$ cat config.mk
export PLATFORM = sky130hd
export DESIGN_NAME = oml_outmux
export DESIGN_NICKNAME = d
export VERILOG_FILES = /design/src/rtl/oml_pkg.sv /design/src/rtl/oml_sync.sv /design/src/rtl/oml_word_hold.sv /design/src/rtl/oml_solo_latch.sv /design/src/rtl/oml_outmux.sv
export SDC_FILE = /design/constraint.sdc
export NUM_CORES = 1
export LEC_CHECK = 0
export ABC_AREA = 0
export BUFFER_PORTS_ARGS = -buffer_cell sky130_fd_sc_hd__clkbuf_2
export CAP_MARGIN = 20
export CELL_PAD_IN_SITES_DETAIL_PLACEMENT = 1
export CELL_PAD_IN_SITES_GLOBAL_PLACEMENT = 2
export CORE_MARGIN = 1.5
export CORE_UTILIZATION = 27
export DETAILED_ROUTE_END_ITERATION = 16
export GPL_TIMING_DRIVEN = 1
export PLACE_DENSITY = 0.85
export RECOVER_POWER = 100
export SYNTH_ARGS = -nofsm -noshare
export SYNTH_HDL_FRONTEND = slang
export SYNTH_SLANG_ARGS = --single-unit
$ cat constraint.sdc
create_clock -name clk -period 2.53 [get_ports clk]
set_clock_uncertainty 0.15 [all_clocks]
set_input_delay 0.506 -clock clk [delete_from_list [all_inputs] [get_ports clk]]
set_output_delay 0.506 -clock clk [all_outputs]
set_load 0.02 [all_outputs]
$ cat src/rtl/oml_pkg.sv
package oml_pkg;

    localparam int MUX_W_DEF  = 5;
    localparam int SYNC_N_DEF = 2;

    typedef struct packed {
        logic sel_bit;
        logic reg_mode;
    } ctrl_t;

    typedef enum logic { SRC_PINS = 1'b0, SRC_WORD = 1'b1 } src_e;

    function automatic src_e pick_src(ctrl_t c, logic pin_sync);
        if (c.reg_mode) return c.sel_bit ? SRC_WORD : SRC_PINS;
        return pin_sync ? SRC_PINS : SRC_WORD;
    endfunction

endpackage

$ cat src/rtl/oml_sync.sv
module oml_sync #(
    parameter int STAGES = 2
) (
    input  logic clk,
    input  logic rst,
    input  logic d,
    output logic q
);
    logic [STAGES-1:0] chain;

    for (genvar s = 0; s < STAGES; s++) begin : g_stage
        always_ff @(posedge clk) begin
            if (rst) chain[s] <= 1'b0;
            else if (s == 0) chain[s] <= d;
            else chain[s] <= chain[(s == 0) ? 0 : s-1];
        end
    end

    assign q = chain[STAGES-1];
endmodule

$ cat src/rtl/oml_word_hold.sv
module oml_word_hold #(
    parameter int W = 6
) (
    input  logic         clk,
    input  logic         rst,
    input  logic         busy,
    input  logic [W-1:0] word_in,
    output logic [W-1:0] word_out
);
    logic [W-1:0] held_q;

    always_ff @(posedge clk) begin
        if (rst) held_q <= '0;
        else if (!busy) held_q <= word_in;
    end

    assign word_out = busy ? held_q : word_in;
endmodule

$ cat src/rtl/oml_solo_latch.sv
module oml_solo_latch (
    input  logic clk,
    input  logic rst,
    input  logic pin_mode,
    input  logic pin_sync,
    input  logic arm,
    input  logic ack,
    input  logic bit_in,
    output logic val
);
    logic latch_q;
    logic pend_q;
    logic open_w;

    assign open_w = pin_mode && !pin_sync;

    always_ff @(posedge clk) begin
        if (rst) begin
            latch_q <= 1'b0;
            pend_q  <= 1'b0;
        end else begin
            if (open_w) latch_q <= bit_in;
            else if (!pin_mode && ack && pend_q) latch_q <= bit_in;

            if (arm) pend_q <= 1'b1;
            else if (ack) pend_q <= 1'b0;
        end
    end

    assign val = open_w ? bit_in : latch_q;
endmodule

$ cat src/rtl/oml_outmux.sv
module oml_outmux
    import oml_pkg::*;
#(
    parameter int MUX_W  = MUX_W_DEF,
    parameter int SYNC_N = SYNC_N_DEF
) (
    input  logic             clk,
    input  logic             rst,
    input  logic             sel_pin,
    input  logic             hold_low_n,
    input  logic [MUX_W-1:0] ext_in,
    input  logic [MUX_W:0]   cfg_word,
    input  logic             prog_busy,
    input  logic             ctrl_wr,
    input  logic [1:0]       ctrl_wdata,
    input  logic             slave_ack,
    output logic [MUX_W-1:0] mux_pd,
    output logic             solo_pd
);
    localparam int WORD_W = MUX_W + 1;

    ctrl_t              ctrl_q;
    logic               sel_sync;
    logic [WORD_W-1:0]  eff_word;
    logic               src_word;
    logic               arm_w;
    logic               solo_val;
    logic [MUX_W-1:0]   mux_val;

    always_ff @(posedge clk) begin
        if (rst) ctrl_q <= '0;
        else if (ctrl_wr) ctrl_q <= ctrl_t'(ctrl_wdata);
    end

    assign arm_w = ctrl_wr && ctrl_wdata[0] && ctrl_wdata[1] && !ctrl_q.sel_bit;

    oml_sync #(.STAGES(SYNC_N)) u_sync (
        .clk (clk),
        .rst (rst),
        .d   (sel_pin),
        .q   (sel_sync)
    );

    oml_word_hold #(.W(WORD_W)) u_hold (
        .clk      (clk),
        .rst      (rst),
        .busy     (prog_busy),
        .word_in  (cfg_word),
        .word_out (eff_word)
    );

    oml_solo_latch u_solo (
        .clk      (clk),
        .rst      (rst),
        .pin_mode (!ctrl_q.reg_mode),
        .pin_sync (sel_sync),
        .arm      (arm_w),
        .ack      (slave_ack),
        .bit_in   (eff_word[MUX_W]),
        .val      (solo_val)
    );

    assign src_word = (pick_src(ctrl_q, sel_sync) == SRC_WORD);

    for (genvar i = 0; i < MUX_W; i++) begin : g_out
        assign mux_val[i] = src_word ? (hold_low_n && eff_word[i]) : ext_in[i];
    end

    assign mux_pd  = ~mux_val;
    assign solo_pd = ~solo_val;
endmodule

==> results of run 1 <==
## where the power goes
part           total (mW)  internal (mW)  leakage [nW]  switching (mW)
combinational      0.0819         0.0379         0.222          0.0441
sequential          0.205          0.200        0.0990         0.00535
clock               0.111         0.0550        0.0138          0.0560
## kinds of logic after synthesis
family | after synthesis | synth area share (%)
AOI/OAI and AO/OA | 3 | 2.93
buffers and inverters | 3 | 3.38
DFF | 12 | 43.3
muxes | 15 | 31.8
and+or+nand+nor | 20 | 18.5
## flip-flops by register name (all words and copies together) (netlist names)
| signal | cells |
|---|---|
| u_sync.q | 1 |
| u_sync.chain | 1 |
| ctrl_q | 2 |
| u_solo.latch_q | 1 |
| u_hold.held_q | 6 |
| u_solo.pend_q | 1 |
## metal layers
layer,part of all wire [%],global-route usage (%),vias to the layer above
met5,0,0,-
met4,0,0,0
met3,6.4,5.25,0
met2,47,16.2,13
met1,46,12.8,207
li1,-,-,230
## worst paths after layout
kind                         from              to  slack [ns]  depth (start not counted)
setup / recovery        prog_busy       mux_pd[2]        0.23                          5
setup reg to reg        ctrl_q[0]  u_solo.latch_q        1.22                          3
hold / removal    u_sync.chain[0]        u_sync.q        0.30                          1
hold reg to reg   u_sync.chain[0]        u_sync.q        0.30                          1
## metrics by stage
stage / total power [mW] / util (%) / area (µm²) / hold slack, ns / worst slack, ns
2_1_floorplan: 0.265 / - / 554 / 0.264 / 0.602
3_3_place_gp: 0.294 / 36.0 / 698 / 0.278 / 0.484
3_5_place_dp: 0.296 / 36.0 / 698 / 0.288 / 0.456
4_1_cts: 0.410 / 37.1 / 721 / 0.295 / 0.365
5_1_grt: 0.423 / 36.5 / 709 / 0.319 / 0.131
6_report: 0.398 / 36.5 / 709 / 0.297 / 0.232
## synth_stat cells, drive strengths merged
cell type,n,area share (%)
a21oi,1,0.90
a31oi,1,1.1
buf,2,2.7
dfxtp,12,43
inv,1,0.68
mux2,1,2.0
mux2i,14,30
nand2,1,0.68
nand2b,1,1.1
nand4,1,1.1
nor2,9,6.5
nor2b,8,9.0
o21ai,1,0.90
## worst reg2reg max path, stage by stage (launching register included)
cell and delay [ns]:
dfxtp_1 0.43, nor2_1 0.11, a31oi_1 0.17, mux2_2 0.35
## final cells by class
type                    count  share of cell area [%]
well taps                  27                    4.76
clock buffers               3                    3.17
repair buffers             25                    16.4
flip-flops and latches     12                    33.9
inverters                   1                   0.529
multi-input cells          38                    41.3
==> results.json, run 1 <==
{
  "status": "complete, no violations",
  "cts_hold_buf": 0,
  "finalCriticalPeriod_ns": 2.30,
  "path_max_fanout": 6,
  "wl_per_cell_um": 10.1,
  "crit_path_end_kind": "output pin",
  "cts.sinks": 12,
  "crit_family": "buffers and inverters",
  "ir_drop_uv": 325,
  "slowest_stage": "clkbuf_1",
  "grtUsageTotal_pct": 10.1,
  "synth_seq_cells": 12,
  "max_freq_mhz": 435,
  "dp_hpwl_um": 887,
  "port_buffers": 25,
  "cpPeakStageDelay_ns": 0.38,
  "synth_area_um2": 554,
  "ff_latch_area_um2": 240,
  "critPathLaunchType": "input port",
  "place_congestion": 0.633,
  "chipWidth_um": 48.3,
  "clockBufferDepth": 2,
  "cp_data_required_time_ns": 1.87,
  "vias": 450,
  "initial_utilization_pct": 28.5,
  "tightest_slew_ns": 0.531,
  "insertedDiodeCount": 0,
  "clock_latency_ns": 0.26,
  "final_nets": 101,
  "drv_slew": 0,
  "synth_nets": 73,
  "drt_iter0_drc": 2,
  "ys_warn_count": 0,
  "grt_pass1_vias": 443,
  "ctsResizeCount": 0,
  "viasPerCell": 4.25,
  "finalCritPeriodShare_pct": 90.8,
  "first_pass_iters": 2,
  "num_rows": 16,
  "leakage_nw": 0.335,
  "hold_path.class": "reg -> reg",
  "cts_tree": "done",
  "yosysUniqueCellTypes": 16,
  "multi_input_area_um2": 293,
  "final_cell_mix": "18 x clkbuf_2, 12 x mux2i_1, 12 x dfxtp_1",
  "area_growth_pct": 28.0,
  "cp.arrival_ns": 1.64,
  "cts_max_level": 1,
  "cap_violations": 0,
  "cts_setup_buffers": 0,
  "slew-limit-headroom_pct": 64.6,
  "wl_um": 1070,
  "ys_seq_area_share_pct": 43.3,
  "clkTransAtPathRegs_ns": 0.07,
  "fillCellCount": 250,
  "ioPinCount": 26,
  "fin_cells": 106,
  "drc": 0,
  "cts_root_buffer": "clkbuf_4",
  "dp.cells": 103,
  "drt.antenna.violating_nets": 0,
  "setup_tns_ns": 0,
  "rsz0062_at_grt": "false",
  "die-area_um2": 2330,
  "power.density_nw_per_um2": 561,
  "cts_buffers": 3,
  "path_buf_inv": 2,
  "drive_gt1_share_pct": 31.6,
  "hold_viol": 0,
  "setup_viol": 0,
  "grt_pass1_wl_um": 1850,
  "grt_antenna_before_repair": 0,
  "final_common_cell": "clkbuf_2",
  "grt_max_degree": 13,
  "avgSynthCellArea_um2": 10.5,
  "path_class": "in -> out",
  "grt-ovfl-total": 0,
  "die_h_um": 48.3,
  "crit_chain": "clkbuf_1 -> mux2i_1 -> nor2b_1 -> mux2i_1 -> clkbuf_1",
  "synth_cells": 53,
  "coreArea_um2": 1940
}
(Power assumes the default switching activity.)
==> run 2, diff against run 1 <==
--- a/config.mk
+++ b/config.mk
@@ -9,13 +9,14 @@
 export BUFFER_PORTS_ARGS = -buffer_cell sky130_fd_sc_hd__clkbuf_2
 export CAP_MARGIN = 20
 export CELL_PAD_IN_SITES_DETAIL_PLACEMENT = 1
-export CELL_PAD_IN_SITES_GLOBAL_PLACEMENT = 2
+export CELL_PAD_IN_SITES_GLOBAL_PLACEMENT = 1
 export CORE_MARGIN = 1.5
-export CORE_UTILIZATION = 27
+export CORE_UTILIZATION = 34
 export DETAILED_ROUTE_END_ITERATION = 16
 export GPL_TIMING_DRIVEN = 1
-export PLACE_DENSITY = 0.85
+export PLACE_DENSITY = 0.84
 export RECOVER_POWER = 100
+export REMOVE_ABC_BUFFERS = 1
 export SYNTH_ARGS = -nofsm -noshare
 export SYNTH_HDL_FRONTEND = slang
 export SYNTH_SLANG_ARGS = --single-unit
==> run 2 against run 1 <==
  * Cell area is 1.2% lower
  * Register-to-register slack barely moved
  * Sequential cell count unchanged
  * Combinational power about the same
  * Sequential share of layout area increased by 0.42 points
  * Die area fell by 19%
  * Critical path type is now reg -> out
  * Highest routed layer is now met4
==> results.json, run 2 (same netlist as run 1, synthesis figures left out) <==
{
  "intPower_uw": 323,
  "top_regs": "u_hold.held_q x6, ctrl_q x2",
  "power.density_nw_per_um2": 620,
  "drt_iter0_drc": 4,
  "cts.sinks": 12,
  "power_switching_uw": 111,
  "grt_max_degree": 13,
  "grt_pass1_wl_um": 2140,
  "path_max_fanout": 5,
  "slew-limit-headroom_pct": 63.3,
  "leakage_nw": 0.346,
  "viasPerCell": 4.99,
  "vias": 479,
  "hold_path.class": "reg -> reg",
  "cts_max_level": 1,
  "hold_start": "u_sync.chain[0]",
  "status": "complete, no violations",
  "insertedDiodeCount": 0,
  "rsz0062_at_grt": "false",
  "pwr-share-clk_pct": 33.9,
  "hold_viol": 0,
  "cts_setup_buffers": 0,
  "die_h_um": 43.4,
  "drv_slew": 0,
  "swShare_pct": 25.6,
  "drc": 0,
  "path_class": "reg -> out",
  "first_pass_iters": 2,
  "comb_power_share_pct": 18.9,
  "cts_tree": "done",
  "critPathLaunchType": "flop",
  "place_congestion": 0.735,
  "grt_pass1_vias": 492,
  "cts_buffers": 3,
  "worst_hold_slack_ns": 0.291,
  "grt-ovfl-total": 0,
  "coreArea_um2": 1520,
  "drt.antenna.violating_nets": 0,
  "grtUsageTotal_pct": 16.0,
  "cap_violations": 0,
  "clockBufferDepth": 2,
  "largest_register_ffs": 6,
  "clock_latency_ns": 0.27,
  "max_freq_mhz": 449,
  "tightest_slew_ns": 0.551,
  "initial_utilization_pct": 36.4,
  "cts_hold_buf": 0,
  "die-area_um2": 1880,
  "num_rows": 14,
  "final_nets": 101,
  "cp_data_required_time_ns": 1.87,
  "setup_tns_ns": 0,
  "drive_gt1_share_pct": 33.8,
  "grt_antenna_before_repair": 0,
  "final_common_cell": "clkbuf_2",
  "fin_util_pct": 46.0,
  "ff2ff_path_depth": 3,
  "wl_um": 1280,
  "cp.arrival_ns": 1.57,
  "chipWidth_um": 43.4,
  "finalPower_uw": 435,
  "clkTransAtPathRegs_ns": 0.07,
  "top_register": "u_hold.held_q",
  "final_cell_mix": "19 x clkbuf_2, 13 x mux2i_1, 12 x dfxtp_1",
  "crit_path_end_kind": "output pin",
  "ctsResizeCount": 0,
  "ioPinCount": 26,
  "ir_drop_uv": 268,
  "rrSetupSlack_ns": 1.21,
  "finalCriticalPeriod_ns": 2.23,
  "finalCritPeriodShare_pct": 88.1,
  "r2r_start": "ctrl_q[0]",
  "p_seq_share_pct": 47.2,
  "fillCellCount": 196,
  "hold_depth": 1,
  "port_buffers": 25,
  "setup_viol": 0,
  "hold_end": "u_sync.q",
  "wl_per_cell_um": 13.4,
  "cts_root_buffer": "clkbuf_4",
  "reg2reg_to": "u_solo.latch_q",
  "area_growth_pct": 26.4
}
[run 2: cell types whose count changed in the layout (fill, tap and decap cells not counted), sizes merged]
cell    before  now
clkbuf      28   29
[run 2: through the flow]
stage          area (µm²)  worst slack (ns)  std cells
3_5_place_dp          684             0.415         92
4_1_cts               721             0.347         96
6_report              701             0.301         96
3_3_place_gp          684             0.487         92
5_1_grt               701             0.191         96
2_1_floorplan         539             0.672         51
[run 2: worst max-delay path by stage]
| stage | startpoint | endpoint | slack [ns] |
|---|---|---|---|
| 3_3_place_gp | prog_busy | mux_pd[4] | 0.49 |
| 6_report | ctrl_q[0] | mux_pd[2] | 0.30 |
| 3_5_place_dp | prog_busy | mux_pd[2] | 0.41 |
| 4_1_cts | ctrl_q[0] | mux_pd[2] | 0.35 |
| 5_1_grt | ctrl_q[0] | mux_pd[2] | 0.19 |
| 2_1_floorplan | ctrl_q[0] | mux_pd[0] | 0.67 |
[run 2: layout make-up]
class                           count  area, µm²  area share (%)
Clock buffer                        4       36.3            5.18
Inverter                            1       3.75           0.536
Tap cell                           16       20.0            2.86
Multi-Input combinational cell     38        283            40.4
Timing Repair Buffer               25        118            16.8
Sequential cell                    12        240            34.3
[run 2: critical path: stages (launching register included)]
cell      delay (ns)
dfxtp_1         0.43
mux2i_4         0.39
mux2i_1         0.23
clkbuf_1        0.25
[run 2: power by group through the flow]
stage / Sequential [mW] / Clock [mW] / Combinational (mW)
after floorplan: 0.208 / 0 / 0.0508
after global placement: 0.209 / 0 / 0.0842
after detailed placement: 0.210 / 0 / 0.0879
after CTS: 0.206 / 0.152 / 0.0880
after global routing: 0.206 / 0.161 / 0.0894
final: 0.205 / 0.148 / 0.0821
[run 2: layer usage]
metal	track usage, %	routed length, µm	up-vias
met2	27.2	646	21
met1	17.4	515	224
li1	-	-	232
met3	6.25	108	2
met4	7.27	14	0
met5	0	0	-
